===== src/rtl/fpt_pkg.sv =====
package fpt_pkg;
  localparam int unsigned TREG_W = 6;
  localparam logic [TREG_W-1:0] TMP_REG = 6'd63;
  localparam logic [TREG_W-1:0] LINK_REG = 6'd31;

  // source opcodes
  localparam logic [5:0] S_NOP  = 6'h00;
  localparam logic [5:0] S_ADD  = 6'h01;
  localparam logic [5:0] S_SUB  = 6'h02;
  localparam logic [5:0] S_J    = 6'h04;
  localparam logic [5:0] S_JAL  = 6'h05;
  localparam logic [5:0] S_ADDI = 6'h08;
  localparam logic [5:0] S_BEQ  = 6'h09;
  localparam logic [5:0] S_BLTZ = 6'h0A;

  // target opcodes
  localparam logic [6:0] T_NOP   = 7'h00;
  localparam logic [6:0] T_ADD   = 7'h01;
  localparam logic [6:0] T_SUB   = 7'h02;
  localparam logic [6:0] T_ADDI  = 7'h03;
  localparam logic [6:0] T_CMPLT = 7'h04;
  localparam logic [6:0] T_BRZ   = 7'h05;
  localparam logic [6:0] T_BEQ   = 7'h06;
  localparam logic [6:0] T_GOTO  = 7'h07;
  localparam logic [6:0] T_CALL  = 7'h08;

  typedef struct packed {
    logic [6:0]        opc;
    logic [TREG_W-1:0] dst;
    logic [TREG_W-1:0] src_a;
    logic [TREG_W-1:0] src_b;
    logic [6:0]        imm;
  } top_t;

  typedef enum logic [1:0] {ST_IDLE, ST_RUN, ST_SECOND, ST_DONE} st_e;
endpackage


===== src/rtl/fpt_decode.sv =====
module fpt_decode
  import fpt_pkg::*;
(
  input  logic [31:0] instr_i,
  output top_t        op0_o,
  output top_t        op1_o,
  output logic        two_ops_o,
  output logic        is_xfer_o,
  output logic        illegal_o,
  output logic [25:0] xfer_idx_o
);
  logic [5:0]        opcode;
  logic [TREG_W-1:0] rs, rt, rd;
  logic [6:0]        imm_lo;

  assign opcode     = instr_i[31:26];
  assign rs         = {1'b0, instr_i[25:21]};
  assign rt         = {1'b0, instr_i[20:16]};
  assign rd         = {1'b0, instr_i[15:11]};
  assign imm_lo     = instr_i[6:0];
  assign xfer_idx_o = instr_i[25:0];

  always_comb begin
    op0_o     = '0;
    op1_o     = '0;
    two_ops_o = 1'b0;
    is_xfer_o = 1'b0;
    illegal_o = 1'b0;
    unique case (opcode)
      S_NOP:  ;
      S_ADD:  op0_o = '{opc: T_ADD,  dst: rd, src_a: rs, src_b: rt, imm: '0};
      S_SUB:  op0_o = '{opc: T_SUB,  dst: rd, src_a: rs, src_b: rt, imm: '0};
      S_ADDI: op0_o = '{opc: T_ADDI, dst: rt, src_a: rs, src_b: '0, imm: imm_lo};
      S_BEQ:  op0_o = '{opc: T_BEQ,  dst: '0, src_a: rs, src_b: rt, imm: imm_lo};
      S_BLTZ: begin
        op0_o     = '{opc: T_CMPLT, dst: TMP_REG, src_a: rs, src_b: '0, imm: '0};
        op1_o     = '{opc: T_BRZ,   dst: '0, src_a: TMP_REG, src_b: '0, imm: imm_lo};
        two_ops_o = 1'b1;
      end
      S_J: begin
        op0_o     = '{opc: T_GOTO, dst: '0, src_a: '0, src_b: '0, imm: imm_lo};
        is_xfer_o = 1'b1;
      end
      S_JAL: begin
        op0_o     = '{opc: T_CALL, dst: LINK_REG, src_a: '0, src_b: '0, imm: imm_lo};
        is_xfer_o = 1'b1;
      end
      default: illegal_o = 1'b1;
    endcase
  end

  always_comb begin
    a_r6_xfer_never_expands: assert (!(two_ops_o && is_xfer_o));
    a_r10_illegal_single_nop: assert (!illegal_o || (op0_o == '0 && !two_ops_o));
  end
endmodule


===== src/rtl/fpt_seq.sv =====
module fpt_seq
  import fpt_pkg::*;
#(
  parameter int unsigned CNT_W = 16
) (
  input  logic             clk_i,
  input  logic             rst_ni,
  input  logic             start_i,
  input  logic [31:0]      base_i,
  input  logic [CNT_W-1:0] count_i,
  input  top_t             op0_i,
  input  top_t             op1_i,
  input  logic             two_ops_i,
  input  logic             is_xfer_i,
  input  logic             illegal_i,
  input  logic [25:0]      xfer_idx_i,
  output logic [31:0]      pc_o,
  output logic             op_valid_o,
  output logic [CNT_W:0]   op_addr_o,
  output logic [31:0]      op_data_o,
  output logic             bnd_we_o,
  output logic [CNT_W-1:0] bnd_addr_o,
  output logic [31:0]      bnd_src_o,
  output logic [31:0]      bnd_dst_o,
  output logic             done_o,
  output logic             err_o
);
  localparam int unsigned OPC_W = CNT_W + 1;

  st_e              st_q;
  logic [31:0]      pc_q;
  logic [CNT_W-1:0] remain_q;
  logic [OPC_W-1:0] op_cnt_q;
  logic [CNT_W-1:0] bnd_cnt_q;
  top_t             hold_q;
  logic             err_q;
  logic             accept, last;

  assign accept = start_i && (st_q == ST_IDLE || st_q == ST_DONE);
  assign last   = (remain_q == CNT_W'(1));

  always_ff @(posedge clk_i or negedge rst_ni) begin
    if (!rst_ni) begin
      st_q      <= ST_IDLE;
      pc_q      <= '0;
      remain_q  <= '0;
      op_cnt_q  <= '0;
      bnd_cnt_q <= '0;
      hold_q    <= '0;
      err_q     <= 1'b0;
    end else begin
      unique case (st_q)
        ST_IDLE, ST_DONE: if (start_i) begin
          pc_q      <= base_i;
          remain_q  <= count_i;
          op_cnt_q  <= '0;
          bnd_cnt_q <= '0;
          err_q     <= 1'b0;
          st_q      <= (count_i == '0) ? ST_DONE : ST_RUN;
        end
        ST_RUN: begin
          op_cnt_q <= op_cnt_q + OPC_W'(1);
          if (is_xfer_i) bnd_cnt_q <= bnd_cnt_q + CNT_W'(1);
          if (illegal_i) err_q <= 1'b1;
          if (two_ops_i) begin
            hold_q <= op1_i;
            st_q   <= ST_SECOND;
          end else begin
            pc_q     <= pc_q + 32'd4;
            remain_q <= remain_q - CNT_W'(1);
            st_q     <= last ? ST_DONE : ST_RUN;
          end
        end
        ST_SECOND: begin
          op_cnt_q <= op_cnt_q + OPC_W'(1);
          pc_q     <= pc_q + 32'd4;
          remain_q <= remain_q - CNT_W'(1);
          st_q     <= last ? ST_DONE : ST_RUN;
        end
        default: st_q <= ST_IDLE;
      endcase
    end
  end

  assign pc_o       = pc_q;
  assign op_valid_o = (st_q == ST_RUN) || (st_q == ST_SECOND);
  assign op_data_o  = (st_q == ST_SECOND) ? hold_q : op0_i;
  assign op_addr_o  = op_cnt_q;
  assign bnd_we_o   = (st_q == ST_RUN) && is_xfer_i;
  assign bnd_addr_o = bnd_cnt_q;
  assign bnd_src_o  = pc_q;
  assign bnd_dst_o  = {pc_q[31:28], xfer_idx_i, 2'b00};
  assign done_o     = (st_q == ST_DONE);
  assign err_o      = err_q;

  a_r9_addr_step: assert property (@(posedge clk_i) disable iff (!rst_ni)
    (op_valid_o && !accept) |=> (!op_valid_o || op_addr_o == $past(op_addr_o) + OPC_W'(1)));
  a_r6_brz_follows_cmp: assert property (@(posedge clk_i) disable iff (!rst_ni)
    (op_valid_o && op_data_o[31:25] == T_CMPLT) |=>
      (op_valid_o && op_data_o[31:25] == T_BRZ && op_data_o[18:13] == TMP_REG));
  a_r8_bnd_with_xfer_op: assert property (@(posedge clk_i) disable iff (!rst_ni)
    bnd_we_o |-> (op_valid_o && (op_data_o[31:25] == T_GOTO || op_data_o[31:25] == T_CALL)));
  a_r10_err_sticky: assert property (@(posedge clk_i) disable iff (!rst_ni)
    (err_o && !accept) |=> err_o);
  a_r11_done_quiet: assert property (@(posedge clk_i) disable iff (!rst_ni)
    done_o |-> (!op_valid_o && !bnd_we_o));
endmodule


===== src/rtl/fpt_translator.sv =====
module fpt_translator
  import fpt_pkg::*;
#(
  parameter int unsigned CNT_W = 16
) (
  input  logic             clk_i,
  input  logic             rst_ni,
  input  logic             start_i,
  input  logic [31:0]      base_i,
  input  logic [CNT_W-1:0] count_i,
  output logic [31:0]      imem_addr_o,
  input  logic [31:0]      imem_rdata_i,
  output logic             op_valid_o,
  output logic [CNT_W:0]   op_addr_o,
  output logic [31:0]      op_data_o,
  output logic             bnd_we_o,
  output logic [CNT_W-1:0] bnd_addr_o,
  output logic [31:0]      bnd_src_o,
  output logic [31:0]      bnd_dst_o,
  output logic             done_o,
  output logic             err_o,
  output logic [CNT_W:0]   op_cnt_o,
  output logic [CNT_W-1:0] bnd_cnt_o
);
  top_t        op0, op1;
  logic        two_ops, is_xfer, illegal;
  logic [25:0] xfer_idx;

  fpt_decode u_dec (
    .instr_i    (imem_rdata_i),
    .op0_o      (op0),
    .op1_o      (op1),
    .two_ops_o  (two_ops),
    .is_xfer_o  (is_xfer),
    .illegal_o  (illegal),
    .xfer_idx_o (xfer_idx)
  );

  fpt_seq #(.CNT_W(CNT_W)) u_seq (
    .clk_i      (clk_i),
    .rst_ni     (rst_ni),
    .start_i    (start_i),
    .base_i     (base_i),
    .count_i    (count_i),
    .op0_i      (op0),
    .op1_i      (op1),
    .two_ops_i  (two_ops),
    .is_xfer_i  (is_xfer),
    .illegal_i  (illegal),
    .xfer_idx_i (xfer_idx),
    .pc_o       (imem_addr_o),
    .op_valid_o (op_valid_o),
    .op_addr_o  (op_addr_o),
    .op_data_o  (op_data_o),
    .bnd_we_o   (bnd_we_o),
    .bnd_addr_o (bnd_addr_o),
    .bnd_src_o  (bnd_src_o),
    .bnd_dst_o  (bnd_dst_o),
    .done_o     (done_o),
    .err_o      (err_o)
  );

  assign op_cnt_o  = op_addr_o;
  assign bnd_cnt_o = bnd_addr_o;
endmodule


===== config.mk =====
export PLATFORM = sky130hd
export DESIGN_NAME = fpt_translator
export DESIGN_NICKNAME = d
export VERILOG_FILES = /design/src/rtl/fpt_pkg.sv /design/src/rtl/fpt_decode.sv /design/src/rtl/fpt_seq.sv /design/src/rtl/fpt_translator.sv
export SDC_FILE = /design/constraint.sdc
export NUM_CORES = 1
export LEC_CHECK = 0
export BUFFER_PORTS_ARGS = -buffer_cell sky130_fd_sc_hd__buf_4
export CORE_UTILIZATION = 30
export CTS_CLUSTER_SIZE = 20
export DETAILED_ROUTE_END_ITERATION = 8
export GPL_TIMING_DRIVEN = 1
export PLACE_DENSITY = 0.53
export SETUP_SLACK_MARGIN = 0.3
export SYNTH_ARGS = -nofsm -noshare
export SYNTH_HDL_FRONTEND = slang
export SYNTH_SLANG_ARGS = --single-unit

===== constraint.sdc =====
create_clock -name clk_i -period 3.1 [get_ports clk_i]
set_clock_uncertainty 0.05 [all_clocks]
set_input_delay 0.62 -clock clk_i [delete_from_list [all_inputs] [get_ports clk_i]]
set_output_delay 0.62 -clock clk_i [all_outputs]
set_load 0.02 [all_outputs]

==> impl_metrics.json, run 1 <==
{
  "grt.total_usage_pct": 18.0,
  "leakagePower_nw": 4.07,
  "yosys-top-cells-count": "buf_4, dfrtp_1, nand2_1, nor2_1, a21oi_1",
  "rsz0062_at_grt": "true",
  "p_per_area_nw_per_um2": 756,
  "cp_max_fo": 7,
  "core.rowCount": 55,
  "p_seq_share_pct": 33.7,
  "grt_pass1_wl_mm": 33.7,
  "netlist.area_leader.share_pct": 33.5,
  "h-tree-depth": 3,
  "ant_nets": 0,
  "core_area_um2": 22600,
  "path_class": "reg2out",
  "yosysUniqueCellTypes": 81,
  "cts_tree": "done",
  "r2r_end": "u_seq.remain_q[5]",
  "globalplace.congestion": 0.795,
  "relSlewSlack_pct": 57.4,
  "start_util_pct": 30.5,
  "synthArstFlopShare_pct": 100,
  "finalHoldViolCount": 0,
  "final_area_um2": 8930,
  "holdCritPathClass": "in2async",
  "p_sw_share_pct": 45.6,
  "clock_latency_ns": 0.35,
  "setup.worst_path.start": "u_seq.st_q[1]",
  "area_delta_synth_final_pct": 29.8,
  "grt_max_degree": 50,
  "cts_buffers": 9,
  "routed_wl_mm": 21.8,
  "post_drt_wl_per_cell_um": 17.0,
  "path_clk_slew_ns": 0.07,
  "clock_sinks": 92,
  "post_dp_cell_area_um2": 8490,
  "antenna_found_initial": 1,
  "first_pass_iters": 4,
  "critPathRequiredTime_ns": 2.43,
  "die_h_um": 153,
  "hpwlAfterDp_mm": 15.9,
  "syn_area_um2": 6880,
  "dpl_worst_slack_ns": 0.398,
  "max-vdd-ir-drop_mv": 0.452,
  "avgViaCountPerCell": 5.21,
  "grt-ovfl-total": 0,
  "run_status": "finished, final reports clean",
  "switchingPower_mw": 3.08,
  "synthFlopType": "dfrtp_1",
  "period_needed_ns": 2.77,
  "hold_ws_ns": 0.216,
  "antenna_cells": 0,
  "cp-end-kind": "primary output",
  "fin_crit_sh_pct": 89.4,
  "regToRegStartpoint": "u_seq.st_q[0]",
  "p_int_mw": 3.67,
  "rrSetupSlack_ns": 0.67,
  "syn_inst": 832,
  "pwr-share-clk_pct": 17.3,
  "layout-drive-gt1-share_pct": 35.7,
  "drt-initial-drc-count": 368,
  "finalSetupTns_ns": 0,
  "io_pins": 281,
  "setup_ws_ns": 0.328,
  "rr_worst_depth": 10,
  "hold_buffers": 0,
  "slew_violations": 0,
  "setup_viol": 0,
  "crit_path_end": "op_data_o[3]",
  "fmax_ghz": 0.361,
  "die_w_um": 153,
  "yosys-top-cells-area": "dfrtp_1, buf_4, nand2_1",
  "yosysMostFrequentCell": "buf_4",
  "yosysWarnings": 0,
  "syn_avg_cell_area_um2": 8.27,
  "portBuffers": 266,
  "dieArea_um2": 23500,
  "synth_area_leader_cell": "dfrtp_1",
  "grt_pass1_vias": 5967,
  "ys_ff_latch": 92,
  "clockBufferDepth": 2,
  "worstMarginPinSlew_ns": 0.632,
  "final_util_pct": 39.6,
  "clockRootBuffer": "clkbuf_16",
  "comb_power_share_pct": 49.0,
  "synth_seq_area_share_pct": 33.5,
  "cp-start-kind": "flop",
  "synth_edf_count": 0,
  "drcViolationCount": 0,
  "critical_path_arrival_ns": 2.10,
  "cap_viol_max_count": 0,
  "num_vias": 6690,
  "layout.nets": 1087
}
## registers in the layout, indices dropped and copies added (netlist names)
name and cells:
u_seq.bnd_addr_o 16, u_seq.remain_q 16, u_seq.err_o 1, u_seq.hold_q 8
u_seq.st_q 2, u_seq.op_addr_o 17, u_seq.bnd_src_o 32
## through the flow
| step | instances | total power [mW] |
|---|---|---|
| 3_3_place_gp | 1263 | 5.55 |
| 3_5_place_dp | 1263 | 5.58 |
| 6_report | 1285 | 6.75 |
| 2_1_floorplan | 837 | 4.53 |
| 4_1_cts | 1280 | 6.79 |
| 5_1_grt | 1285 | 7.20 |
## cell usage in the layout, fill, tap and decap left out, types with 18 or more instances in the layout
master | synthesis | layout
nor2_1 | 76 | 76
a21oi_1 | 49 | 49
buf_4 | 101 | 286
dfrtp_1 | 92 | 92
o21ai_0 | 33 | 33
nor3_1 | 19 | 18
nand2_1 | 81 | 80
nand3_1 | 33 | 33
inv_1 | 19 | 18
nand4_1 | 22 | 22
o22ai_1 | 29 | 29
## cells by family (layout without fill, tap and decap cells)
kind of cell	after synthesis	in the layout	synth area share (%)
and+or+nand+nor	328	328	25.5
AOI/OAI and AO/OA	204	204	19.9
buffers and inverters	169	332	15.5
DFF	92	92	33.5
xor gates and xnor gates	15	15	1.91
muxes	15	15	2.26
adders and majority gates	8	8	1.46
other	1	6	0.0545
## power by group through the flow
stage | logic [mW] | registers (mW) | clock network [mW]
after floorplan | 2.18 | 2.35 | 0
after global placement | 3.26 | 2.29 | 0
after detailed placement | 3.29 | 2.30 | 0
after CTS | 3.31 | 2.27 | 1.20
after global routing | 3.59 | 2.36 | 1.25
final | 3.31 | 2.28 | 1.17
## layer usage
| layer | GRT usage (%) | up-vias | share of wire (%) |
|---|---|---|---|
| li1 | - | 3259 | - |
| met1 | 24.8 | 3198 | 48 |
| met2 | 29.0 | 212 | 46 |
| met3 | 2.78 | 19 | 5.0 |
| met4 | 5.62 | 2 | 1.3 |
| met5 | 0 | - | 0.083 |
## worst max-delay path, cell delays in order, from the launching register on
cell and delay (ns):
dfrtp_1 0.43, ha_4 0.20, or3_4 0.37, buf_4 0.16, a211oi_4 0.18, buf_6 0.16, a22o_1 0.14, buf_6 0.12
## final cells by class
class | count | area (um2)
well taps | 285 | 357
multi-input cells | 576 | 3610
clock inverters | 6 | 75.1
inverters | 20 | 75.1
repair buffers | 297 | 2290
fillers | 2337 | 13600
clock buffers | 9 | 225
flip-flops and latches | 92 | 2300
## worst min-delay path by stage
stage	to	from
after floorplan	u_seq.bnd_addr_o[0]	rst_ni
after global placement	u_seq.hold_q[17]	u_seq.hold_q[17]
after detailed placement	u_seq.hold_q[17]	u_seq.hold_q[17]
after CTS	u_seq.op_addr_o[9]	rst_ni
after global routing	u_seq.op_addr_o[9]	rst_ni
final	u_seq.op_addr_o[9]	rst_ni
## timing repair
item,4_1_cts,5_1_grt
endpoints found under the setup margin,18,18
setup buffers,2,5
pin swaps,1,7
endpoints found under the hold margin,0,0
gates resized for setup,7,11
Note: power is estimated with default switching activity, not from simulation.
==> run 2, diff against run 1 <==
ABC_AREA = 1   (was not set)
CAP_MARGIN = 20   (was not set)
PLACE_DENSITY = 0.56   (was 0.53)
==> run 2 against run 1 <==
Compared with the run above: routed wire length is 4.8% higher; largest cell class unchanged; non-clock buffer count is 23 lower; worst setup slack better by 0.13 ns; combinational power is 25% higher; sequential cell count stayed put; register-to-register slack better by 0.03 ns; worst hold slack worse by 0.019 ns; sequential share of layout area is 0.51 points lower; sequential power is 8.8% higher; maximum frequency is 5.0% higher.
==> impl_metrics.json, run 2 <==
{
  "critical_path_arrival_ns": 1.97,
  "fin_crit_sh_pct": 85.2,
  "timing.critical_path.max_delay_family": "simple AND/OR/NAND/NOR gates",
  "rsz0062_at_grt": "false",
  "setup.worst_path.start": "imem_rdata_i[31]",
  "grt.total_usage_pct": 18.5,
  "cp_max_fo": 8,
  "post_dp_cell_area_um2": 8770,
  "cp-start-kind": "input pin",
  "core_area_um2": 23500,
  "clock_sinks": 92,
  "path_clk_slew_ns": 0.07,
  "cts_buffers": 9,
  "seqCellArea_um2": 2300,
  "fmax_ghz": 0.379,
  "ant_nets": 0,
  "yosys-top-cells-count": "nand2_1, nor2_1, buf_4, nand3_1, dfrtp_1",
  "rrSetupSlack_ns": 0.70,
  "grt_max_degree": 81,
  "io_pins": 281,
  "dieArea_um2": 24700,
  "antenna_found_initial": 0,
  "worstMarginPinSlew_ns": 0.846,
  "final_area_um2": 9110,
  "clockRootBuffer": "clkbuf_16",
  "period_needed_ns": 2.64,
  "cpMaxStageDelayCell": "nand3_1",
  "synth_area_leader_cell": "dfrtp_1",
  "path_class": "in2out",
  "die_h_um": 157,
  "syn_avg_cell_area_um2": 6.45,
  "hpwlAfterDp_mm": 17.0,
  "leakagePower_nw": 4.59,
  "run_status": "finished, final reports clean",
  "use_met2_pct": 33.0,
  "cp-end-kind": "primary output",
  "drt-initial-drc-count": 380,
  "top_usage_layer": "met2",
  "holdCritPathClass": "in2async",
  "cp_num_buf_inv": 3,
  "regToRegStartpoint": "u_seq.st_q[1]",
  "routed_wl_mm": 22.9,
  "clock_latency_ns": 0.35,
  "fillers": 2564,
  "multi_input_area_um2": 3670,
  "synth_edf_count": 0,
  "antenna_cells": 0,
  "post_drt_wl_per_cell_um": 14.3,
  "start_util_pct": 30.6,
  "layout.nets": 1368,
  "cts_tree": "done",
  "final_cell_mix": "nand2_1, buf_4, nor2_1",
  "synthArstFlopShare_pct": 100,
  "netlist.area_leader.share_pct": 31.9,
  "grt_pass1_vias": 6848,
  "area_delta_synth_final_pct": 26.3,
  "crit_chain": "buf_4 -> nor2_2 -> nand3_1 -> inv_1 -> a21oi_1 -> a21oi_1 -> buf_4",
  "largest_reg_flops": 32,
  "portBuffers": 266,
  "setup_viol": 0,
  "dpl.cell_count": 1583,
  "grt_use_met3_pct": 3.17,
  "grt-ovfl-total": 0,
  "ys_ff_latch": 92,
  "num_vias": 7497,
  "grt_pass1_wl_mm": 35.5,
  "avgViaCountPerCell": 4.68,
  "finalHoldViolCount": 0,
  "first_pass_iters": 5,
  "yosysUniqueCellTypes": 42,
  "cpPeakStageDelay_ns": 0.30,
  "critPathRequiredTime_ns": 2.43,
  "max-vdd-ir-drop_mv": 0.442,
  "layout_commonest_cell": "nand2_1",
  "globalplace.congestion": 0.884,
  "syn_inst": 1118,
  "die_w_um": 157,
  "slew_violations": 0,
  "clockBufferDepth": 2,
  "drcViolationCount": 0,
  "finalSetupTns_ns": 0,
  "syn_area_um2": 7210,
  "yosysMostFrequentCell": "nand2_1",
  "met1_usage_pct": 22.2,
  "h-tree-depth": 3,
  "cap_viol_max_count": 0,
  "hold_buffers": 0,
  "relSlewSlack_pct": 43.4,
  "p_per_area_nw_per_um2": 850,
  "yosysWarnings": 0,
  "synth_seq_area_share_pct": 31.9,
  "synthFlopType": "dfrtp_1",
  "yosys-top-cells-area": "dfrtp_1, nand2_1, buf_4",
  "core.rowCount": 56,
  "layout-drive-gt1-share_pct": 24.9,
  "final_cells": 1601
}
-- run 2: what timing repair did --
item                       4_1_cts  5_1_grt
setup endpoints to repair       15       17
buffers inserted                 0        1
gates resized for setup          1        3
pin swaps                        0        1
-- run 2: stage by stage --
step | hold slack (ns) | power [mW] | setup slack (ns) | util, %
6_report | 0.197 | 7.74 | 0.460 | 38.7
5_1_grt | 0.231 | 8.38 | 0.301 | 38.7
4_1_cts | 0.214 | 7.81 | 0.298 | 38.5
3_5_place_dp | 0.408 | 6.63 | 0.443 | 37.3
3_3_place_gp | 0.402 | 6.59 | 0.471 | 37.3
2_1_floorplan | 0.274 | 5.31 | 0.649 | -
-- run 2: final timing paths --
check / endpoint / cells after the start
worst max-delay path: op_data_o[21] / 7
worst min-delay path: u_seq.bnd_src_o[4] / 1
worst max register to register: u_seq.bnd_src_o[9] / 8
worst min register to register: u_seq.hold_q[17] / 1
max in group asynchronous: u_seq.bnd_addr_o[7] / 2
min in group clk_i: u_seq.hold_q[17] / 1
-- run 2: area by class of cell --
cell class,instances,share of cell area (%)
Tap cell,319,4.38
Multi-Input combinational cell,809,40.3
Clock buffer,9,2.47
Sequential cell,92,25.3
Clock inverter,7,0.783
Timing Repair Buffer,274,22.9
Inverter,91,3.79
-- run 2: kinds of logic after synthesis --
family | share of synthesized area [%]
AOI/OAI and AO/OA | 9.06
and+or+nand+nor | 39.1
xor gates and xnor gates | 0.850
adders and majority gates | 1.39
buffers and inverters | 17.6
other | 0.0520
DFF | 31.9
-- run 2: where the power goes --
part | total, mW | internal [mW] | switching, mW
logic | 4.13 | 1.63 | 2.50
clock network | 1.13 | 0.568 | 0.566
registers | 2.48 | 1.67 | 0.812
-- run 2: worst reg2reg max path, stage by stage (launching register included) --
cell and delay, ns:
dfrtp_1 0.41, inv_1 0.06, ha_1 0.17, buf_4 0.20, inv_2 0.19, nor2_8 0.10
nor2_4 0.64, o21ai_0 0.28, o21ai_0 0.22
-- run 2: per-layer routing --
metal / vias to the layer above / wire [um] / share of wire (%)
met5: - / 0 / 0
met4: 0 / 468 / 2.0
met3: 31 / 1650 / 7.2
met2: 289 / 10900 / 48
met1: 3392 / 9840 / 43
li1: 3785 / - / -
